### config.mk
export PLATFORM = sky130hd
export DESIGN_NAME = pulse_dialer
export DESIGN_NICKNAME = d
export VERILOG_FILES = /design/src/rtl/pd_pkg.sv /design/src/rtl/pd_tick_gen.sv /design/src/rtl/pd_fifo.sv /design/src/rtl/pd_seq.sv /design/src/rtl/pulse_dialer.sv
export SDC_FILE = /design/constraint.sdc
export NUM_CORES = 1
export LEC_CHECK = 0
export BUFFER_PORTS_ARGS = -buffer_cell sky130_fd_sc_hd__buf_2
export CELL_PAD_IN_SITES_DETAIL_PLACEMENT = 0
export CELL_PAD_IN_SITES_GLOBAL_PLACEMENT = 1
export CORE_MARGIN = 5
export CORE_UTILIZATION = 54
export CTS_CLUSTER_DIAMETER = 50
export DETAILED_ROUTE_END_ITERATION = 16
export PLACE_DENSITY_LB_ADDON = 0.1
export SLEW_MARGIN = 20
export SYNTH_ARGS = -nofsm -noshare
export SYNTH_HDL_FRONTEND = slang
export SYNTH_SLANG_ARGS = --single-unit
### constraint.sdc
create_clock -name clk -period 7.9 [get_ports clk]
set_clock_uncertainty 0.15 [all_clocks]
set_input_delay 0.79 -clock clk [delete_from_list [all_inputs] [get_ports clk]]
set_output_delay 0.79 -clock clk [all_outputs]
set_load 0.005 [all_outputs]
### src/rtl/pd_pkg.sv
package pd_pkg;

  typedef enum logic [1:0] {
    STRAP_TONE  = 2'b00,
    STRAP_HIGH  = 2'b01,
    STRAP_FLOAT = 2'b10,
    STRAP_ALT   = 2'b11
  } strap_e;

  typedef enum logic [2:0] {
    SQ_IDLE,
    SQ_BREAK,
    SQ_MAKE,
    SQ_PAUSE,
    SQ_FLASH
  } seq_state_e;

  function automatic int unsigned period_ms(bit fast);
    return fast ? 50 : 100;
  endfunction

  // third = 1 selects the one-third make, else two-fifths make
  function automatic int unsigned make_ms(bit fast, bit third);
    int unsigned p;
    p = period_ms(fast);
    return third ? (p / 3) : ((p * 2) / 5);
  endfunction

  function automatic int unsigned break_ms(bit fast, bit third);
    return period_ms(fast) - make_ms(fast, third);
  endfunction

  function automatic logic [3:0] pulses_for(logic [3:0] code);
    return (code == 4'd0) ? 4'd10 : code;
  endfunction

endpackage

### src/rtl/pd_tick_gen.sv
module pd_tick_gen #(
  parameter int unsigned DIV = 3580
) (
  input  logic clk,
  input  logic rst_n,
  input  logic clr_i,
  output logic tick_o
);
  localparam int unsigned CW = (DIV > 1) ? $clog2(DIV) : 1;

  generate
    if (DIV <= 1) begin : g_pass
      logic unused_in;
      assign unused_in = clk ^ rst_n ^ clr_i;
      assign tick_o = 1'b1;
    end else begin : g_div
      logic [CW-1:0] cnt_q;
      always_ff @(posedge clk) begin
        if (!rst_n || clr_i || cnt_q == CW'(DIV - 1)) cnt_q <= '0;
        else cnt_q <= cnt_q + CW'(1);
      end
      assign tick_o = (cnt_q == CW'(DIV - 1));
    end
  endgenerate
endmodule

### src/rtl/pd_fifo.sv
module pd_fifo #(
  parameter int unsigned DEPTH = 16,
  parameter int unsigned W     = 4
) (
  input  logic         clk,
  input  logic         rst_n,
  input  logic         flush_i,
  input  logic         push_i,
  input  logic [W-1:0] wdata_i,
  input  logic         pop_i,
  output logic [W-1:0] rdata_o,
  output logic         empty_o,
  output logic         full_o
);
  localparam int unsigned AW = (DEPTH > 1) ? $clog2(DEPTH) : 1;
  localparam int unsigned CW = AW + 1;

  logic [W-1:0]  mem [DEPTH];
  logic [AW-1:0] wr_q, rd_q;
  logic [CW-1:0] cnt_q;

  always_ff @(posedge clk) begin
    if (!rst_n || flush_i) begin
      wr_q  <= '0;
      rd_q  <= '0;
      cnt_q <= '0;
    end else begin
      if (push_i) wr_q <= (wr_q == AW'(DEPTH - 1)) ? '0 : wr_q + AW'(1);
      if (pop_i)  rd_q <= (rd_q == AW'(DEPTH - 1)) ? '0 : rd_q + AW'(1);
      case ({push_i, pop_i})
        2'b10:   cnt_q <= cnt_q + CW'(1);
        2'b01:   cnt_q <= cnt_q - CW'(1);
        default: cnt_q <= cnt_q;
      endcase
    end
  end

  always_ff @(posedge clk) begin
    if (push_i) mem[wr_q] <= wdata_i;
  end

  assign rdata_o = mem[rd_q];
  assign empty_o = (cnt_q == '0);
  assign full_o  = (cnt_q == CW'(DEPTH));
endmodule

### src/rtl/pd_seq.sv
module pd_seq
  import pd_pkg::*;
#(
  parameter bit          FAST     = 1'b0,
  parameter int unsigned PAUSE_MS = 800,
  parameter int unsigned FLASH_MS = 600
) (
  input  logic       clk,
  input  logic       rst_n,
  input  logic       hook_i,
  input  logic [1:0] strap_i,
  input  logic       flash_req_i,
  input  logic       tick_i,
  input  logic       q_empty_i,
  input  logic [3:0] q_head_i,
  output logic       pop_o,
  output logic       tick_clr_o,
  output logic       dp_o,
  output logic       mute_o,
  output logic       third_o
);
  localparam int unsigned MK40 = make_ms(FAST, 1'b0);
  localparam int unsigned MK33 = make_ms(FAST, 1'b1);
  localparam int unsigned BK40 = break_ms(FAST, 1'b0);
  localparam int unsigned BK33 = break_ms(FAST, 1'b1);
  localparam int unsigned LONG_A = (PAUSE_MS > FLASH_MS) ? PAUSE_MS : FLASH_MS;
  localparam int unsigned LONGEST = (LONG_A > BK33) ? LONG_A : BK33;
  localparam int unsigned TW = $clog2(LONGEST + 1);

  seq_state_e    st_q, st_d;
  logic [TW-1:0] ms_q, ms_d;
  logic [3:0]    left_q, left_d;
  logic          third_q, third_d;
  logic          pend_q, pend_d;
  logic          pop, load, done;

  function automatic logic [TW-1:0] brk_len(logic third);
    return third ? TW'(BK33 - 1) : TW'(BK40 - 1);
  endfunction

  function automatic logic [TW-1:0] mak_len(logic third);
    return third ? TW'(MK33 - 1) : TW'(MK40 - 1);
  endfunction

  assign done = tick_i && (ms_q == '0);

  always_comb begin
    st_d    = st_q;
    ms_d    = ms_q;
    left_d  = left_q;
    third_d = third_q;
    pend_d  = pend_q | flash_req_i;
    pop     = 1'b0;
    load    = 1'b0;
    if (st_q != SQ_IDLE && tick_i && ms_q != '0) ms_d = ms_q - TW'(1);
    case (st_q)
      SQ_IDLE: begin
        if (pend_q) begin
          st_d   = SQ_FLASH;
          ms_d   = TW'(FLASH_MS - 1);
          load   = 1'b1;
          pend_d = flash_req_i;
        end else if (!q_empty_i) begin
          pop = 1'b1;
          if (strap_e'(strap_i) != STRAP_TONE) begin
            third_d = strap_i[1];
            left_d  = pulses_for(q_head_i);
            st_d    = SQ_BREAK;
            ms_d    = brk_len(strap_i[1]);
            load    = 1'b1;
          end
        end
      end
      SQ_BREAK: begin
        if (done) begin
          st_d = SQ_MAKE;
          ms_d = mak_len(third_q);
          load = 1'b1;
        end
      end
      SQ_MAKE: begin
        if (done) begin
          load = 1'b1;
          if (left_q == 4'd1) begin
            st_d = SQ_PAUSE;
            ms_d = TW'(PAUSE_MS - 1);
          end else begin
            left_d = left_q - 4'd1;
            st_d   = SQ_BREAK;
            ms_d   = brk_len(third_q);
          end
        end
      end
      SQ_PAUSE: begin
        if (done) begin
          load = 1'b1;
          if (!pend_q && !q_empty_i) begin
            pop    = 1'b1;
            left_d = pulses_for(q_head_i);
            st_d   = SQ_BREAK;
            ms_d   = brk_len(third_q);
          end else begin
            st_d = SQ_IDLE;
          end
        end
      end
      SQ_FLASH: begin
        if (done) begin
          st_d = SQ_IDLE;
          load = 1'b1;
        end
      end
      default: st_d = SQ_IDLE;
    endcase
  end

  always_ff @(posedge clk) begin
    if (!rst_n || hook_i) begin
      st_q    <= SQ_IDLE;
      ms_q    <= '0;
      left_q  <= '0;
      pend_q  <= 1'b0;
      third_q <= 1'b0;
    end else begin
      st_q    <= st_d;
      ms_q    <= ms_d;
      left_q  <= left_d;
      pend_q  <= pend_d;
      third_q <= third_d;
    end
  end

  assign pop_o      = pop && !hook_i;
  assign tick_clr_o = load || hook_i;
  assign dp_o       = (st_q == SQ_BREAK) || (st_q == SQ_FLASH);
  assign mute_o     = (st_q != SQ_IDLE);
  assign third_o    = third_q;
endmodule

### src/rtl/pulse_dialer.sv
module pulse_dialer #(
  parameter int unsigned CLK_PER_MS  = 3580,
  parameter bit          FAST        = 1'b0,
  parameter int unsigned QUEUE_DEPTH = 16,
  parameter int unsigned PAUSE_MS    = 800,
  parameter int unsigned FLASH_MS    = 600
) (
  input  logic       clk,
  input  logic       rst_n,
  input  logic       hook_i,
  input  logic [1:0] strap_i,
  input  logic       flash_req_i,
  input  logic       dig_valid_i,
  input  logic [3:0] dig_data_i,
  output logic       dig_ready_o,
  output logic       dp_o,
  output logic       mute_o
);
  localparam int unsigned DIG_W = 4;

  logic             tick, tick_clr;
  logic             q_push, q_pop, q_empty, q_full;
  logic [DIG_W-1:0] q_head;
  logic             seq_third;

  assign dig_ready_o = !q_full && !hook_i;
  assign q_push      = dig_valid_i && dig_ready_o && (dig_data_i <= 4'd9);

  pd_tick_gen #(.DIV(CLK_PER_MS)) u_tick (
    .clk    (clk),
    .rst_n  (rst_n),
    .clr_i  (tick_clr),
    .tick_o (tick)
  );

  pd_fifo #(.DEPTH(QUEUE_DEPTH), .W(DIG_W)) u_queue (
    .clk     (clk),
    .rst_n   (rst_n),
    .flush_i (hook_i),
    .push_i  (q_push),
    .wdata_i (dig_data_i),
    .pop_i   (q_pop),
    .rdata_o (q_head),
    .empty_o (q_empty),
    .full_o  (q_full)
  );

  pd_seq #(.FAST(FAST), .PAUSE_MS(PAUSE_MS), .FLASH_MS(FLASH_MS)) u_seq (
    .clk         (clk),
    .rst_n       (rst_n),
    .hook_i      (hook_i),
    .strap_i     (strap_i),
    .flash_req_i (flash_req_i),
    .tick_i      (tick),
    .q_empty_i   (q_empty),
    .q_head_i    (q_head),
    .pop_o       (q_pop),
    .tick_clr_o  (tick_clr),
    .dp_o        (dp_o),
    .mute_o      (mute_o),
    .third_o     (seq_third)
  );
endmodule

[Yosys cells after proc, flatten, opt, wreduce, memory -nomap -nowiden]
Memories as Yosys holds them, arrays and structs flattened. A register that Yosys moved wholly into a read port is not among the register bits.
Cells that the tools add are included.
Operators by class
  bitwise operators: 3
  eq/ne operators: 22
  reduce and logical (&&, ||, !) cells: 31
  add/subtract/negate cells: 7
  multiplexer cells: 51
  order comparisons: 1
Operators by type and width (count)
  $mux W10: 9
  $mux W4: 12
  $pmux W10 S4: 1
  $mux W3: 8
  $pmux W3 S5: 1
  $mux W7: 2
  $mux W1: 13
  $add A12 B1 Y12 const B: 1
  $eq A12 B12 Y1 const B: 1
  $ne A2 B1 Y1 const B: 6
  $pmux W4 S3: 1
  $logic_not A10 Y1: 1
  $pmux W5 S2: 1
  $reduce_bool A10 Y1: 1
  $sub A10 B1 Y10 const B: 1
  $add A4 B1 Y4 const B: 2
  $eq A4 B4 Y1 const B: 2
  $logic_and A1 B1 Y1: 8
  $reduce_and A8 Y1: 1
  $eq A3 B2 Y1 const B: 2
  $ne A2 B2 Y1 const B: 3
  $reduce_and A6 Y1: 1
  $reduce_bool A3 Y1: 2
  $add A5 B1 Y5 const B: 1
  23 further kinds: 34
Word-level totals
  word-level logic and storage cells: 125
  RAM bits: 64
  output and inout bits: 3
  flip-flop bits (word level): 44
  bits of input ports: 11
  memories: 1
Memory list
  u_queue.mem: depth 16, width 4, rd ports 1, clocked after memory_dff 1, wr ports 1, RTL line pd_fifo.sv:18  | logic [W-1:0] mem [DEPTH];

[Longest topological paths before layout]
  depth after elaboration: 9
  depth in mapped cells: 17
  gate-level depth less buffers: 16

[Modules after synthesis]
Synthesis repeated with hierarchy kept, for this count alone.
Second synthesis, totals
  cells, all modules: 511
  area, all modules: 5710.5 µm²
By module, submodules not included
  pd_fifo: sequential area each 2262.2 µm², cells each 224, area each 3507.1 µm², instances 1
  pd_seq: sequential area each 380.4 µm², cells each 223, area each 1652.8 µm², instances 1
  pd_tick_gen: sequential area each 240.2 µm², cells each 61, area each 533.0 µm², instances 1
  pulse_dialer: sequential area each 0.0 µm², cells each 3, area each 17.5 µm², instances 1

[Worst setup path after synthesis]
Ideal clock, no wire load.
  kind: register -> register
  from: register u_seq.ms_q[3]
  to: register u_queue.cnt_q[4]
  data required time: 7.626 ns
  cell stages (with the launch flop): 15
  path buffers: 1
  setup slack: 4.431 ns
  arrival: 3.195 ns
  library setup time: 0.124 ns
  period minus slack after synthesis: 3.469 ns
  cells stage by stage: dfxtp_1 or4_4 or3_4 o31ai_4 nand2_2 nor2_1 ha_1 clkbuf_1 xor2_1 ha_1 a21oi_1 a32oi_1 a21oi_1 xnor2_1 nor2_1
Between the ends
  longest elaborated chain between the ends: 7
  elaborated cells on any way between the ends: 9
  classes of those cells: 2 x eq/ne; 3 x mux; 4 x reduce/logical
RTL lines
  from (decl): RTL line pd_seq.sv:31  | logic [TW-1:0] ms_q, ms_d;
  from (signal assigned): RTL line pd_seq.sv:126  | ms_q <= ms_d;
  $logic_not A10 Y1 (*): RTL line pd_seq.sv:45  | assign done = tick_i && (ms_q == '0);
  $logic_and A1 B1 Y1 (*): RTL line pd_seq.sv:45
  $mux W1 (*): RTL line pd_seq.sv:95  | if (done) begin
  $pmux W1 S2 (*): RTL line pd_seq.sv:56  | case (st_q)
  $logic_and A1 B1 Y1 (*): RTL line pd_seq.sv:133  | assign pop_o = pop && !hook_i;
  $eq A2 B1 Y1 / $eq A2 B2 Y1 (equally long branches): RTL line pd_fifo.sv:30  | case ({push_i, pop_i})
  $pmux W5 S2 / $reduce_bool A2 Y1 (equally long branches)
  to (signal assigned): RTL line pd_fifo.sv:31  | 2'b10: cnt_q <= cnt_q + CW'(1);
  to (signal assigned): RTL line pd_fifo.sv:32  | 2'b01: cnt_q <= cnt_q - CW'(1);
  to (signal assigned): RTL line pd_fifo.sv:33  | default: cnt_q <= cnt_q;
  to (decl): RTL line pd_fifo.sv:20  | logic [CW-1:0] cnt_q;
Every way passes the cells marked *; elsewhere a longest branch is shown, timed or not.
A chain may end at the register's enable or synchronous reset.

[Worst setup path after layout]
  from: register u_seq.st_q[0]
  to: register u_queue.cnt_q[4]
Between the ends
  longest elaborated chain between the ends: 5
  elaborated cells on any way between the ends: 8
  classes of those cells: 3 x eq/ne; 2 x mux; 3 x reduce/logical
RTL lines
  from (decl): RTL line pd_seq.sv:30  | seq_state_e st_q, st_d;
  from (signal assigned): RTL line pd_seq.sv:125  | st_q <= st_d;
  $eq A3 B2 Y1 / $logic_not A3 Y1 (equally long branches): RTL line pd_seq.sv:56
  $pmux W1 S2 (*): RTL line pd_seq.sv:56
  $logic_and A1 B1 Y1 (*): RTL line pd_seq.sv:133
  $eq A2 B1 Y1 / $eq A2 B2 Y1 (equally long branches): RTL line pd_fifo.sv:30
  $pmux W5 S2 / $reduce_bool A2 Y1 (equally long branches)
Marked as above.

==> results.cfg <==
[timing]
slew_headroom = 0.3832
finalSetupTns_ns = 0
grt_setup_unrepaired = no
max_freq_mhz = 239.6
worstMarginPinSlew_ns = 0.9168
period_needed_ns = 4.173
setup_violations = 0
period_share = 0.5282
slew_viol_final = 0
finalHoldViolCount = 0

[yosys]
syn_area_per_cell_sq_um = 11.24
synth_area_sq_um = 5471
async_flop_share = 0
synth-main-ff-cell = edfxtp_1
synth_edf_count = 64
yosysSeqAreaShare = 0.5269
synth_warnings = 0
synth_seq_cells = 112
synth_fp_nets = 511
yosysUniqueCellTypes = 71
synthCells = 487

[detailed_routing]
wl_microns = 11310
ant_nets = 0
wl_per_cell_microns = 18.07
vias = 3784
drc = 0
first_pass_iters = 5
drt_iter0_markers = 241
via_per_inst = 6.045

[critical_path]
worstPathCellList = or2_2, nor2_1, clkinv_1, o31ai_4, nand2_2, nor2_1, ha_1, xor2_1, ha_1, a21oi_1, a32oi_1, a21oi_1, xnor2_1, nor2_1
worstSetupEndpointType = flop
cpPeakStageDelay_ns = 0.59
startpoint_type = flop
critPathMostFrequentCell = nor2_1
crit_arrival_ns = 4.28
crit_type = reg -> reg
critPathRequiredTime_ns = 8.00
cp_slowest_cell = nor2_1
path_max_fanout = 16

[global_route]
grt_pass1_vias = 3724
grt_max_degree = 26
antenna_found_initial = 0
track_usage = 0.1901
overflow = 0
grt_pass1_wl_microns = 18840

[cts]
cts_inserted_buffers = 9
htree_levels = 3
post_cts_buffers = 0
cts_resized = 0
clk_latency_ns = 0.37
clk_pin_slew_ns = 0.10
cts_num_sinks = 112
cts_root_buf = clkbuf_8
cts_tree = done
cts_buffer_depth = 2
cts_hold_buf = 0

[power_and_ir_drop]
p_per_area_nw_per_um2 = 179.1
p_leak_uw = 0.001904
max-vdd-ir-drop_uv = 111.7

[finish]
nNetsFinal = 512
fillers = 877
final_cell_mix = nor2_1, edfxtp_1, dfxtp_1
seqCellArea_sq_um = 2884
drive_gt1_frac = 0.1359
final_common_cell = nor2_1
syn2layout_area_growth_pct = 6.037
multi_input_area_sq_um = 2424
antenna_cells = 0
final_cells = 626

[floorplan]
die_y_microns = 110.7
fp-row-count = 36
coreArea_sq_um = 9819
die_x_microns = 110.7
start_util = 0.5572
io-pin-count = 14
die_area_sq_um = 12250

[place]
place_congestion = 0.8864
io_buffers = 13
dpl.hpwl_microns = 7913
placed_cells = 610

[min_path]
min_path_type = reg -> reg

[job]
cap_violations = 0

[run_status]
outcome = completed
==> sequential cells by signal (all words and copies together), names as in the netlist, named ones only <==
name	flops
u_queue.mem	64
u_tick.g_div.cnt_q	12
u_seq.ms_q	10
u_queue.cnt_q	5
u_queue.rd_q	4
u_queue.wr_q	4
u_seq.left_q	4
u_seq.st_q	3
u_seq.pend_q	1
u_seq.third_o	1
==> cells in the mapped netlist, drive strengths merged, types with 5 or more instances <==
master,n,area share
nor2,66,0.047
edfxtp,64,0.35
dfxtp,48,0.18
a21oi,23,0.022
nand2,23,0.017
o21ai,22,0.021
xor2,20,0.032
clkbuf,18,0.014
nand3,17,0.016
mux4,16,0.066
nor3,16,0.018
ha,13,0.030
inv,13,0.0089
a31oi,12,0.014
xnor2,8,0.013
nand2b,7,0.0080
or3,7,0.0098
a22oi,6,0.0082
nor2b,6,0.0069
nor3b,6,0.0082
and3,5,0.0057
buf,5,0.0048
nor4,5,0.0057
==> kinds of logic (layout without fill, tap and decap cells) <==
| logic type | Yosys count | after routing | synth area share |
|---|---|---|---|
| flops | 112 | 112 | 0.5269 |
| simple gates | 179 | 179 | 0.1727 |
| xor+xnor | 28 | 28 | 0.04482 |
| buf+inv | 38 | 44 | 0.03018 |
| mux | 21 | 21 | 0.07524 |
| fa+ha+maj | 13 | 13 | 0.02973 |
| compound gates | 96 | 96 | 0.1205 |
==> worst max-delay path, delay by kind of cell (launching register included) <==
kind	cells	cell delay, ns
xor gates and xnor gates	2	0.25
AOI/OAI and AO/OA	4	0.78
and+or+nand+nor	5	1.39
adders and majority gates	2	0.56
buffers and inverters	1	0.47
DFF	1	0.47
==> layer usage <==
layer	wire length, microns	track usage	up-vias
met5	0	0	-
met4	143	0.05419	0
met3	540	0.03057	15
met2	5111	0.2896	98
met1	5516	0.2819	1848
li1	-	-	1823
==> metrics by stage <==
stage / setup slack, ns / util / power (uW) / area [sq um] / hold slack [ns]
detailed placement: 3.803 / 0.5701 / 699.6 / 5598 / 0.3108
global route: 3.328 / 0.5909 / 1084 / 5802 / 0.3624
finish: 3.727 / 0.5909 / 1039 / 5802 / 0.3296
CTS: 3.785 / 0.5907 / 1050 / 5801 / 0.3358
global placement: 4.023 / 0.5701 / 699.2 / 5598 / 0.2985
floorplan: 4.431 / - / 678.9 / 5472 / 0.2805
==> power by group <==
part | internal [uW] | switching [uW] | total (uW)
clock network | 152 | 201 | 352
logic | 23.2 | 39.1 | 62.3
registers | 619 | 5.98 | 625
total | 793 | 246 | 1040
==> final timing paths <==
path	startpoint	to	slack, ns	cells after the start
worst max-delay path	u_seq.st_q[0]$_SDFFE_PP0P_	u_queue.cnt_q[4]$_SDFFE_PP0P_	3.73	14
worst min-delay path	u_tick.g_div.cnt_q[0]$_SDFF_PP0_	u_tick.g_div.cnt_q[0]$_SDFF_PP0_	0.33	1
worst max register to register	u_seq.st_q[0]$_SDFFE_PP0P_	u_queue.cnt_q[4]$_SDFFE_PP0P_	3.73	14
worst min register to register	u_tick.g_div.cnt_q[0]$_SDFF_PP0_	u_tick.g_div.cnt_q[0]$_SDFF_PP0_	0.33	1
==> layout make-up <==
cell class                      instances  share of cell area
Clock inverter                          7             0.01359
Sequential cell                       112              0.4971
Tap cell                              133             0.02868
Multi-Input combinational cell        337              0.4177
Clock buffer                            9             0.02135
Timing Repair Buffer                   14             0.01251
Inverter                               14            0.009058
Power figures use the tool's default switching activity.
